<file path="src/rtl/hostport_pkg.sv">
package hostport_pkg;
  localparam int STAT_W = 8;
  localparam int ADDR_W = 3;
  localparam logic [ADDR_W-1:0] A_CTRL = 3'd0;
  localparam logic [ADDR_W-1:0] A_CMD  = 3'd1;
  localparam logic [ADDR_W-1:0] A_STAT = 3'd2;
  localparam logic [ADDR_W-1:0] A_HI   = 3'd4;
  localparam logic [ADDR_W-1:0] A_LO   = 3'd5;
  localparam int INIT_BIT   = 7;
  localparam int RX_EN_BIT  = 0;
  localparam int TX_EN_BIT  = 1;

  // status byte: request on top, path-ready / tx-empty / rx-full at the bottom
  function automatic logic [STAT_W-1:0] pack_status(input logic rxdf, input logic txde,
                                                   input logic trdy, input logic hreq);
    return {hreq, 4'b0000, trdy, txde, rxdf};
  endfunction

  function automatic logic path_ready(input logic txde, input logic dsp_full);
    return txde & ~dsp_full;
  endfunction

  function automatic logic req_out(input logic rxdf, input logic txde,
                                   input logic rx_en, input logic tx_en);
    return (rxdf & rx_en) | (txde & tx_en);
  endfunction
endpackage

</file>
<file path="src/rtl/hp_tx_path.sv">
module hp_tx_path #(
  parameter int BYTE_W = 8
) (
  input  logic                  clk,
  input  logic                  rst_n,
  input  logic                  wr_hi_i,
  input  logic                  wr_lo_i,
  input  logic [BYTE_W-1:0]     wdata_i,
  input  logic                  init_i,
  input  logic                  d_rx_rd_i,
  output logic                  txde_o,
  output logic                  d_rx_full_o,
  output logic [2*BYTE_W-1:0]   d_rx_data_o,
  output logic                  xfer_o
);
  localparam int WORD_W = 2 * BYTE_W;

  logic [BYTE_W-1:0] hi_q, lo_q;
  logic [WORD_W-1:0] word_q;
  logic              txde_q, full_q;
  logic              xfer;

  // move the byte pair inward when it is pending and the DSP side is free
  assign xfer = ~txde_q & ~full_q & ~init_i;

  always_ff @(posedge clk or negedge rst_n) begin
    if (!rst_n) begin
      hi_q   <= '0;
      lo_q   <= '0;
      word_q <= '0;
      txde_q <= 1'b1;
      full_q <= 1'b0;
    end else begin
      if (wr_hi_i) hi_q <= wdata_i;
      if (wr_lo_i) lo_q <= wdata_i;
      if (init_i)       txde_q <= 1'b1;
      else if (wr_lo_i) txde_q <= 1'b0;
      else if (xfer)    txde_q <= 1'b1;
      if (xfer) begin
        word_q <= {hi_q, lo_q};
        full_q <= 1'b1;
      end else if (d_rx_rd_i) begin
        full_q <= 1'b0;
      end
    end
  end

  assign txde_o      = txde_q;
  assign d_rx_full_o = full_q;
  assign d_rx_data_o = word_q;
  assign xfer_o      = xfer;


  tx_move_chk: assert property (@(posedge clk) disable iff (!rst_n)
    (!txde_o && !d_rx_full_o && !init_i && !wr_lo_i) |=> (txde_o && d_rx_full_o));

  tx_wait_chk: assert property (@(posedge clk) disable iff (!rst_n)
    (!txde_o && d_rx_full_o && !d_rx_rd_i && !init_i) |=> (!txde_o && d_rx_full_o));

  tx_init_chk: assert property (@(posedge clk) disable iff (!rst_n)
    init_i |=> txde_o);
endmodule

</file>
<file path="src/rtl/hp_rx_path.sv">
module hp_rx_path #(
  parameter int BYTE_W = 8
) (
  input  logic                  clk,
  input  logic                  rst_n,
  input  logic                  d_tx_wr_i,
  input  logic [2*BYTE_W-1:0]   d_tx_data_i,
  input  logic                  rd_lo_i,
  input  logic                  init_i,
  output logic                  rxdf_o,
  output logic                  d_tx_full_o,
  output logic [BYTE_W-1:0]     rx_hi_o,
  output logic [BYTE_W-1:0]     rx_lo_o,
  output logic                  xfer_o
);
  localparam int WORD_W = 2 * BYTE_W;

  logic [WORD_W-1:0] out_q;
  logic [BYTE_W-1:0] rhi_q, rlo_q;
  logic              out_full_q, rxdf_q;
  logic              xfer;

  assign xfer = out_full_q & ~rxdf_q & ~init_i;

  always_ff @(posedge clk or negedge rst_n) begin
    if (!rst_n) begin
      out_q      <= '0;
      out_full_q <= 1'b0;
      rhi_q      <= '0;
      rlo_q      <= '0;
      rxdf_q     <= 1'b0;
    end else begin
      if (d_tx_wr_i) begin
        out_q      <= d_tx_data_i;
        out_full_q <= 1'b1;
      end else if (xfer) begin
        out_full_q <= 1'b0;
      end
      if (xfer) begin
        rhi_q <= out_q[WORD_W-1:BYTE_W];
        rlo_q <= out_q[BYTE_W-1:0];
      end
      if (init_i)       rxdf_q <= 1'b0;
      else if (xfer)    rxdf_q <= 1'b1;
      else if (rd_lo_i) rxdf_q <= 1'b0;
    end
  end

  assign rxdf_o      = rxdf_q;
  assign d_tx_full_o = out_full_q;
  assign rx_hi_o     = rhi_q;
  assign rx_lo_o     = rlo_q;
  assign xfer_o      = xfer;


  rx_move_chk: assert property (@(posedge clk) disable iff (!rst_n)
    (d_tx_full_o && !rxdf_o && !init_i) |=> rxdf_o);

  rx_empty_chk: assert property (@(posedge clk) disable iff (!rst_n)
    (d_tx_full_o && !rxdf_o && !init_i && !d_tx_wr_i) |=> !d_tx_full_o);

  rx_clear_chk: assert property (@(posedge clk) disable iff (!rst_n)
    (rxdf_o && rd_lo_i) |=> !rxdf_o);

  rx_init_chk: assert property (@(posedge clk) disable iff (!rst_n)
    init_i |=> !rxdf_o);
endmodule

</file>
<file path="src/rtl/hp_host_regs.sv">
module hp_host_regs
  import hostport_pkg::*;
#(
  parameter int BYTE_W = 8
) (
  input  logic              clk,
  input  logic              rst_n,
  input  logic [ADDR_W-1:0] addr_i,
  input  logic              wr_i,
  input  logic              rd_i,
  input  logic [BYTE_W-1:0] wdata_i,
  input  logic              rxdf_i,
  input  logic              txde_i,
  input  logic              dsp_full_i,
  input  logic [BYTE_W-1:0] rx_hi_i,
  input  logic [BYTE_W-1:0] rx_lo_i,
  output logic              wr_hi_o,
  output logic              wr_lo_o,
  output logic              rd_lo_o,
  output logic              init_o,
  output logic [BYTE_W-1:0] rdata_o,
  output logic              req_o
);
  logic [BYTE_W-1:0] ctrl_q;
  logic              trdy;
  logic [STAT_W-1:0] status;

  assign wr_hi_o = wr_i & (addr_i == A_HI);
  assign wr_lo_o = wr_i & (addr_i == A_LO);
  assign rd_lo_o = rd_i & (addr_i == A_LO);
  assign init_o  = wr_i & (addr_i == A_CMD) & wdata_i[INIT_BIT];

  always_ff @(posedge clk or negedge rst_n) begin
    if (!rst_n)                          ctrl_q <= '0;
    else if (wr_i && addr_i == A_CTRL)   ctrl_q <= wdata_i;
  end

  assign trdy   = path_ready(txde_i, dsp_full_i);
  assign req_o  = req_out(rxdf_i, txde_i, ctrl_q[RX_EN_BIT], ctrl_q[TX_EN_BIT]);
  assign status = pack_status(rxdf_i, txde_i, trdy, req_o);

  always_comb begin
    case (addr_i)
      A_CTRL:  rdata_o = ctrl_q;
      A_STAT:  rdata_o = BYTE_W'(status);
      A_HI:    rdata_o = rx_hi_i;
      A_LO:    rdata_o = rx_lo_i;
      default: rdata_o = '0;
    endcase
  end


  req_rx_chk: assert property (@(posedge clk) disable iff (!rst_n)
    (rxdf_i && ctrl_q[RX_EN_BIT]) |-> req_o);

  req_tx_chk: assert property (@(posedge clk) disable iff (!rst_n)
    (txde_i && ctrl_q[TX_EN_BIT]) |-> req_o);

  req_idle_chk: assert property (@(posedge clk) disable iff (!rst_n)
    (!rxdf_i && !txde_i) |-> !req_o);
endmodule

</file>
<file path="src/rtl/hostport_status.sv">
module hostport_status
  import hostport_pkg::*;
#(
  parameter int BYTE_W = 8
) (
  input  logic                clk,
  input  logic                rst_n,
  input  logic [2:0]          h_addr,
  input  logic                h_wr,
  input  logic                h_rd,
  input  logic [BYTE_W-1:0]   h_wdata,
  output logic [BYTE_W-1:0]   h_rdata,
  output logic                h_req,
  input  logic                d_tx_wr,
  input  logic [2*BYTE_W-1:0] d_tx_data,
  output logic                d_tx_full,
  input  logic                d_rx_rd,
  output logic [2*BYTE_W-1:0] d_rx_data,
  output logic                d_rx_full
);
  logic wr_hi, wr_lo, rd_lo, init;
  logic txde, rxdf;
  logic tx_move, rx_move;
  logic [BYTE_W-1:0] rx_hi, rx_lo;

  hp_host_regs #(.BYTE_W(BYTE_W)) u_regs (
    .clk(clk), .rst_n(rst_n), .addr_i(h_addr), .wr_i(h_wr), .rd_i(h_rd),
    .wdata_i(h_wdata), .rxdf_i(rxdf), .txde_i(txde), .dsp_full_i(d_rx_full),
    .rx_hi_i(rx_hi), .rx_lo_i(rx_lo), .wr_hi_o(wr_hi), .wr_lo_o(wr_lo),
    .rd_lo_o(rd_lo), .init_o(init), .rdata_o(h_rdata), .req_o(h_req)
  );

  hp_tx_path #(.BYTE_W(BYTE_W)) u_tx (
    .clk(clk), .rst_n(rst_n), .wr_hi_i(wr_hi), .wr_lo_i(wr_lo), .wdata_i(h_wdata),
    .init_i(init), .d_rx_rd_i(d_rx_rd), .txde_o(txde), .d_rx_full_o(d_rx_full),
    .d_rx_data_o(d_rx_data), .xfer_o(tx_move)
  );

  hp_rx_path #(.BYTE_W(BYTE_W)) u_rx (
    .clk(clk), .rst_n(rst_n), .d_tx_wr_i(d_tx_wr), .d_tx_data_i(d_tx_data),
    .rd_lo_i(rd_lo), .init_i(init), .rxdf_o(rxdf), .d_tx_full_o(d_tx_full),
    .rx_hi_o(rx_hi), .rx_lo_o(rx_lo), .xfer_o(rx_move)
  );


  hi_touch_chk: assert property (@(posedge clk) disable iff (!rst_n)
    ((wr_hi || (h_rd && h_addr == A_HI)) && txde && !init) |=> txde);

  hi_read_chk: assert property (@(posedge clk) disable iff (!rst_n)
    (h_rd && h_addr == A_HI && rxdf && !init) |=> rxdf);

  move_fill_chk: assert property (@(posedge clk) disable iff (!rst_n)
    tx_move |=> (d_rx_full && d_rx_data == $past({u_tx.hi_q, u_tx.lo_q})));

  move_copy_chk: assert property (@(posedge clk) disable iff (!rst_n)
    rx_move |=> {rx_hi, rx_lo} == $past(u_rx.out_q));
endmodule

</file>
<file path="config.mk">
export PLATFORM = sky130hd
export DESIGN_NAME = hostport_status
export DESIGN_NICKNAME = d
export VERILOG_FILES = /design/src/rtl/hostport_pkg.sv /design/src/rtl/hp_tx_path.sv /design/src/rtl/hp_rx_path.sv /design/src/rtl/hp_host_regs.sv /design/src/rtl/hostport_status.sv
export SDC_FILE = /design/constraint.sdc
export NUM_CORES = 1
export LEC_CHECK = 0
export BUFFER_PORTS_ARGS = -buffer_cell sky130_fd_sc_hd__buf_4
export CAP_MARGIN = 20
export CORE_MARGIN = 1.5
export CORE_UTILIZATION = 55
export CTS_CLUSTER_DIAMETER = 150
export DETAILED_ROUTE_END_ITERATION = 8
export GPL_TIMING_DRIVEN = 0
export PLACE_DENSITY_LB_ADDON = 0.25
export SLEW_MARGIN = 5
export SYNTH_ARGS = -nofsm -noshare
export SYNTH_HDL_FRONTEND = slang
export SYNTH_SLANG_ARGS = --single-unit
</file>
<file path="constraint.sdc">
create_clock -name clk -period 1.8 [get_ports clk]
set_input_delay 0.18 -clock clk [delete_from_list [all_inputs] [get_ports clk]]
set_output_delay 0.18 -clock clk [all_outputs]
set_load 0.02 [all_outputs]
</file>
* Word level (Yosys, flattened, before mapping)
Index checks and enable logic that the tools add are counted.
Storage, ports and cells: register bits after elaboration 76, memory bits (writable) 0, bits of input ports 33, memories 0, output and inout bits 27, memory bits (read-only) 0, latch bits 0
Operators by class: $lt $le $gt $ge 0, divide/modulo/power cells 0, mux-type cells 11, equality and inequality tests 4, bitwise logic cells 17, add/subtract/negate cells 0, shift-type cells 0, multipliers 0, reductions and logical operators 6
Operators by type and width (count):
- $pmux 8 s4 | 1
- $and 1x1->1 | 12
- $mux 1 | 10
- $eq 3x3->1 const B | 2
- $reduce_bool 3->1 | 2
- $not 1->1 | 4
- $reduce_bool 2->1 | 2
- $eq 3x1->1 const B | 1
- $eq 3x2->1 const B | 1
- $logic_not 3->1 | 1
- $logic_and 1x1->1 | 1
- $or 1x1->1 | 1

* Longest topological paths before layout
word-level depth 8, gate-level depth with buffers 6, depth with buffers taken out 3

* Modules after synthesis
Synthesis repeated with hierarchy kept, for this count alone.
Unflattened totals: cell total of the unflattened synthesis 207, area total of the unflattened synthesis 3225.6 um^2
By module, submodules not included:
- hp_rx_path | area each 1316.3 um^2, instances 1, cells each 74
- hp_tx_path | area each 1311.3 um^2, instances 1, cells each 74
- hp_host_regs | area each 598.1 um^2, instances 1, cells each 59

* Worst setup path before layout
No wires, ideal clock.
kind input port to output port, start input h_addr[0], end output h_rdata[7], setup slack 0.144 ns, buffers on the path 2, stages on the path 3, arrival time 1.476 ns, cell sequence clkbuf_1 -> clkbuf_1 -> o311ai_0
On the way: longest elaborated chain between the ends 2, elaborated cells between the ends (all ways) 5, those cells by class 3 x eq/ne; 1 x mux; 1 x reduce/logical
Ends and longest elaborated chain:
- start: declaration | line hostport_status.sv:8 | input logic [2:0] h_addr,
- $eq 3x3->1, or another cell as far along | line hp_host_regs.sv:43 | case (addr_i)
- $pmux 8 s4 (*) | line hp_host_regs.sv:43
- end: declaration | line hostport_status.sv:12 | output logic [BYTE_W-1:0] h_rdata,
Every way passes the cells marked *; elsewhere a longest branch is shown, timed or not.

* Final worst setup path
start register u_tx.txde_q, in the netlist u_tx.txde_o, end output h_rdata[7]
On the way: longest elaborated chain between the ends 3
Ends and longest elaborated chain:
- start: declaration | line hp_tx_path.sv:20 | logic txde_q, full_q;
- start signal: assignment | line hp_tx_path.sv:31 | txde_q <= 1'b1;
- start signal: assignment | line hp_tx_path.sv:36 | if (init_i) txde_q <= 1'b1;
- start signal: assignment | line hp_tx_path.sv:37 | else if (wr_lo_i) txde_q <= 1'b0;
- $and 1x1->1 | line hostport_pkg.sv:25 | return (rxdf & rx_en) | (txde & tx_en);
- $or 1x1->1 | line hostport_pkg.sv:25
- $pmux 8 s4 | line hp_host_regs.sv:43
Every way passes these cells.

==> run summary <==
Post-Synthesis Cells -> 210
Clock Power Share -> 0.248
required time of the worst setup path -> 1.62 ns
Net Sw Power -> 1610 µW
design area -> 3930 µm²
placed cell areas -> 3710 µm²
routed length per placed instance -> 16.9 µm
failing checks -> negative hold slack
Worst EP arrival -> 1.53 ns
largest net degree at the start of global routing -> 77
sequential-to-total area share from yosys stat -> 0.593
CP endpoint kind -> output port
crit share post-route -> 0.948
Switching Fraction -> 0.290
maximum level of the CTS H-tree -> 3
TritonCTS sink count -> 76
final hold vios -> 24
synth-to-layout area growth -> 22.5%
Flop pwr share -> 0.455
Core ar. -> 5570 µm²
GRT overflow -> 0
RSZ-0062 raised after global routing -> false
DP HPWL -> 4130 µm
Crit Path Max Fanout -> 5
Die H -> 79.4 µm
share of the synthesized area in the top cell type -> 0.585
Num CTS Buffers -> 9
Worst-Skew Late Latency -> 0.34 ns
YS warnings -> 0
fraction of layout cells with a size suffix above 1 -> 0.532
# diodes -> 0
status -> finished, violations left
Die ar. -> 6300 µm²
GRT Total Usage -> 0.212
DRC errors left -> 0
Initial Util -> 0.576
wirelength, routed -> 5970 µm
antenna-violating nets left -> 0
register bit count reported by yosys -> 76
initial antenna violation count -> 0
row count -> 27
Pins Over Slew Limit -> 0
via count -> 1912
most frequent cells in the layout -> dfrtp_1, mux2_2, buf_4
Syn Std Cell Area -> 3210 µm²
Final setup viols -> 0
Horiz. Die Dim -> 79.4 µm
Final nets -> 310
Synth Net Count -> 243
Logic pwr share -> 0.297
Port Buffers -> 55
relative slew slack -> 0.370
number of global-route vias before repair -> 1980
initial DRC count -> 82
Leakage Power -> 0.00180 µW
GP Congestion -> 0.751
Post-Syn Area per Cell -> 15.3 µm²
Netlist cell types -> 33
Power per Cell Area -> 1410 nW/µm²
CTS root buffer -> clkbuf_8
commonest non-fill, non-tap cell in the layout -> dfrtp_1
CP startpoint kind -> flip-flop
max frequency -> 586 MHz
Via density -> 5.40
clock-pin slew on the worst setup and hold paths -> 0.07 ns
first-pass GRT wire length -> 9840 µm
slew of the pin with the lowest slew margin -> 0.945 ns
Worst Hold Class -> input port to async pin
worst hold margin -> -0.0160 ns
crit path kind -> flip-flop to output port
Power, Total -> 5540 µW
drt first pass iters -> 4
TritonCTS clock tree -> yes
Maximum Capacitance Violations -> 0
Max IR drop VDD -> 0.000715 V
Synth area leader -> dfrtp_1
Worst Clk Skew -> 0.00907 ns
Int Power -> 3930 µW
clk buf depth -> 2
Ports -> 60
Final min period -> 1.71 ns
top cells by area in the synthesized netlist -> dfrtp_1, mux2_2, mux2_4
==> path summary, 6_finish.rpt <==
check | endpoint | start | depth (start not counted) | slack (ns)
max in group asynchronous | u_rx.out_q[6] | rst_n | 1 | 1.20
hold / removal | u_tx.d_rx_data_o[5] | rst_n | 1 | -0.02
hold reg to reg | u_rx.rx_lo_o[6] | u_rx.rx_lo_o[6] | 1 | 0.49
setup reg to reg | u_rx.rx_lo_o[4] | u_rx.rxdf_o | 4 | 0.33
min in group clk | u_tx.d_rx_full_o | d_rx_rd | 2 | 0.02
setup / recovery | h_rdata[7] | u_tx.txde_o | 4 | 0.09
==> power by group through the flow <==
stage	combinational, µW	sequential (µW)	clock, µW
after global routing	1770	2580	1480
after floorplan	889	2670	0
after global placement	1600	2520	0
final	1650	2520	1370
after detailed placement	1650	2540	0
after CTS	1660	2520	1400
==> synth_stat cells <==
library cell,count
dfstp_2,1
nor3b_1,1
o31a_1,1
buf_1,1
o21bai_1,1
nor2_1,10
or3b_1,1
mux2_2,60
nor2_2,1
a32oi_1,1
nor4bb_1,1
dfrtp_1,75
o311ai_0,1
buf_6,2
nand2_1,2
nand3_1,1
buf_12,1
a22o_1,2
mux2_1,10
buf_8,1
inv_1,1
nand4b_1,4
buf_2,1
nor2b_1,1
mux2i_1,2
a21o_1,1
mux2_4,9
nand4_1,1
clkbuf_1,6
o21ai_0,2
a21oi_1,2
o21ai_4,2
a22oi_1,4
==> metal layers <==
layer	GRT usage	vias to the layer above	part of all wire
li1	-	890	-
met1	0.267	967	0.44
met2	0.344	41	0.49
met3	0.0480	14	0.040
met4	0.105	0	0.023
met5	0	-	0
==> per-stage QoR <==
stage               setup slack, ns  hold slack [ns]  instances  TNS, ns   util
floorplan                     0.144           -0.116        210        0      -
global placement            -0.0331            0.371        337  -0.0784  0.666
detailed placement          -0.0845            0.374        337   -0.586  0.666
CTS                          0.0233         0.000309        353        0  0.704
global route                 0.0161           0.0322        354        0  0.705
finish                       0.0927          -0.0160        354        0  0.705
==> state kept, by name, indices dropped and copies added, names as in the netlist <==
signal	count
u_rx.out_q	16
u_tx.d_rx_data_o	16
u_regs.ctrl_q	8
u_rx.rx_hi_o	8
u_rx.rx_lo_o	8
u_tx.hi_q	8
u_tx.lo_q	8
u_rx.d_tx_full_o	1
u_rx.rxdf_o	1
u_tx.d_rx_full_o	1
u_tx.txde_o	1
==> worst max-delay path: stages, from the launching register on <==
cell and delay (ns):
dfstp_2 0.58, a22o_1 0.19, nand3_1 0.09, o311ai_1 0.12
buf_4 0.21
==> cell families (layout without fill, tap and decap cells) <==
group | Yosys count | after routing | share of synthesized area
AO/OA/AOI/OAI | 17 | 17 | 0.0440
buffers and inverters | 13 | 85 | 0.0288
flip-flops | 76 | 76 | 0.593
multiplexers | 81 | 81 | 0.294
AND/OR/NAND/NOR | 23 | 23 | 0.0405
==> timing repair <==
item                                    CTS  global route
hold buffers                              0             0
gates resized for setup                   1             3
buffers inserted                          0             1
endpoints found under the setup margin    4             4
pin swaps                                 0             1
==> area by class of cell <==
cell class	count	area, µm²
Sequential cell	76	1900
Fill cell	404	1640
Multi-Input combinational cell	121	1210
Timing Repair Buffer	56	420
Clock buffer	11	131
Buffer	12	91.3
Tap cell	72	90.1
Clock inverter	5	77.6
Inverter	1	3.75
(Power assumes the default switching activity.)
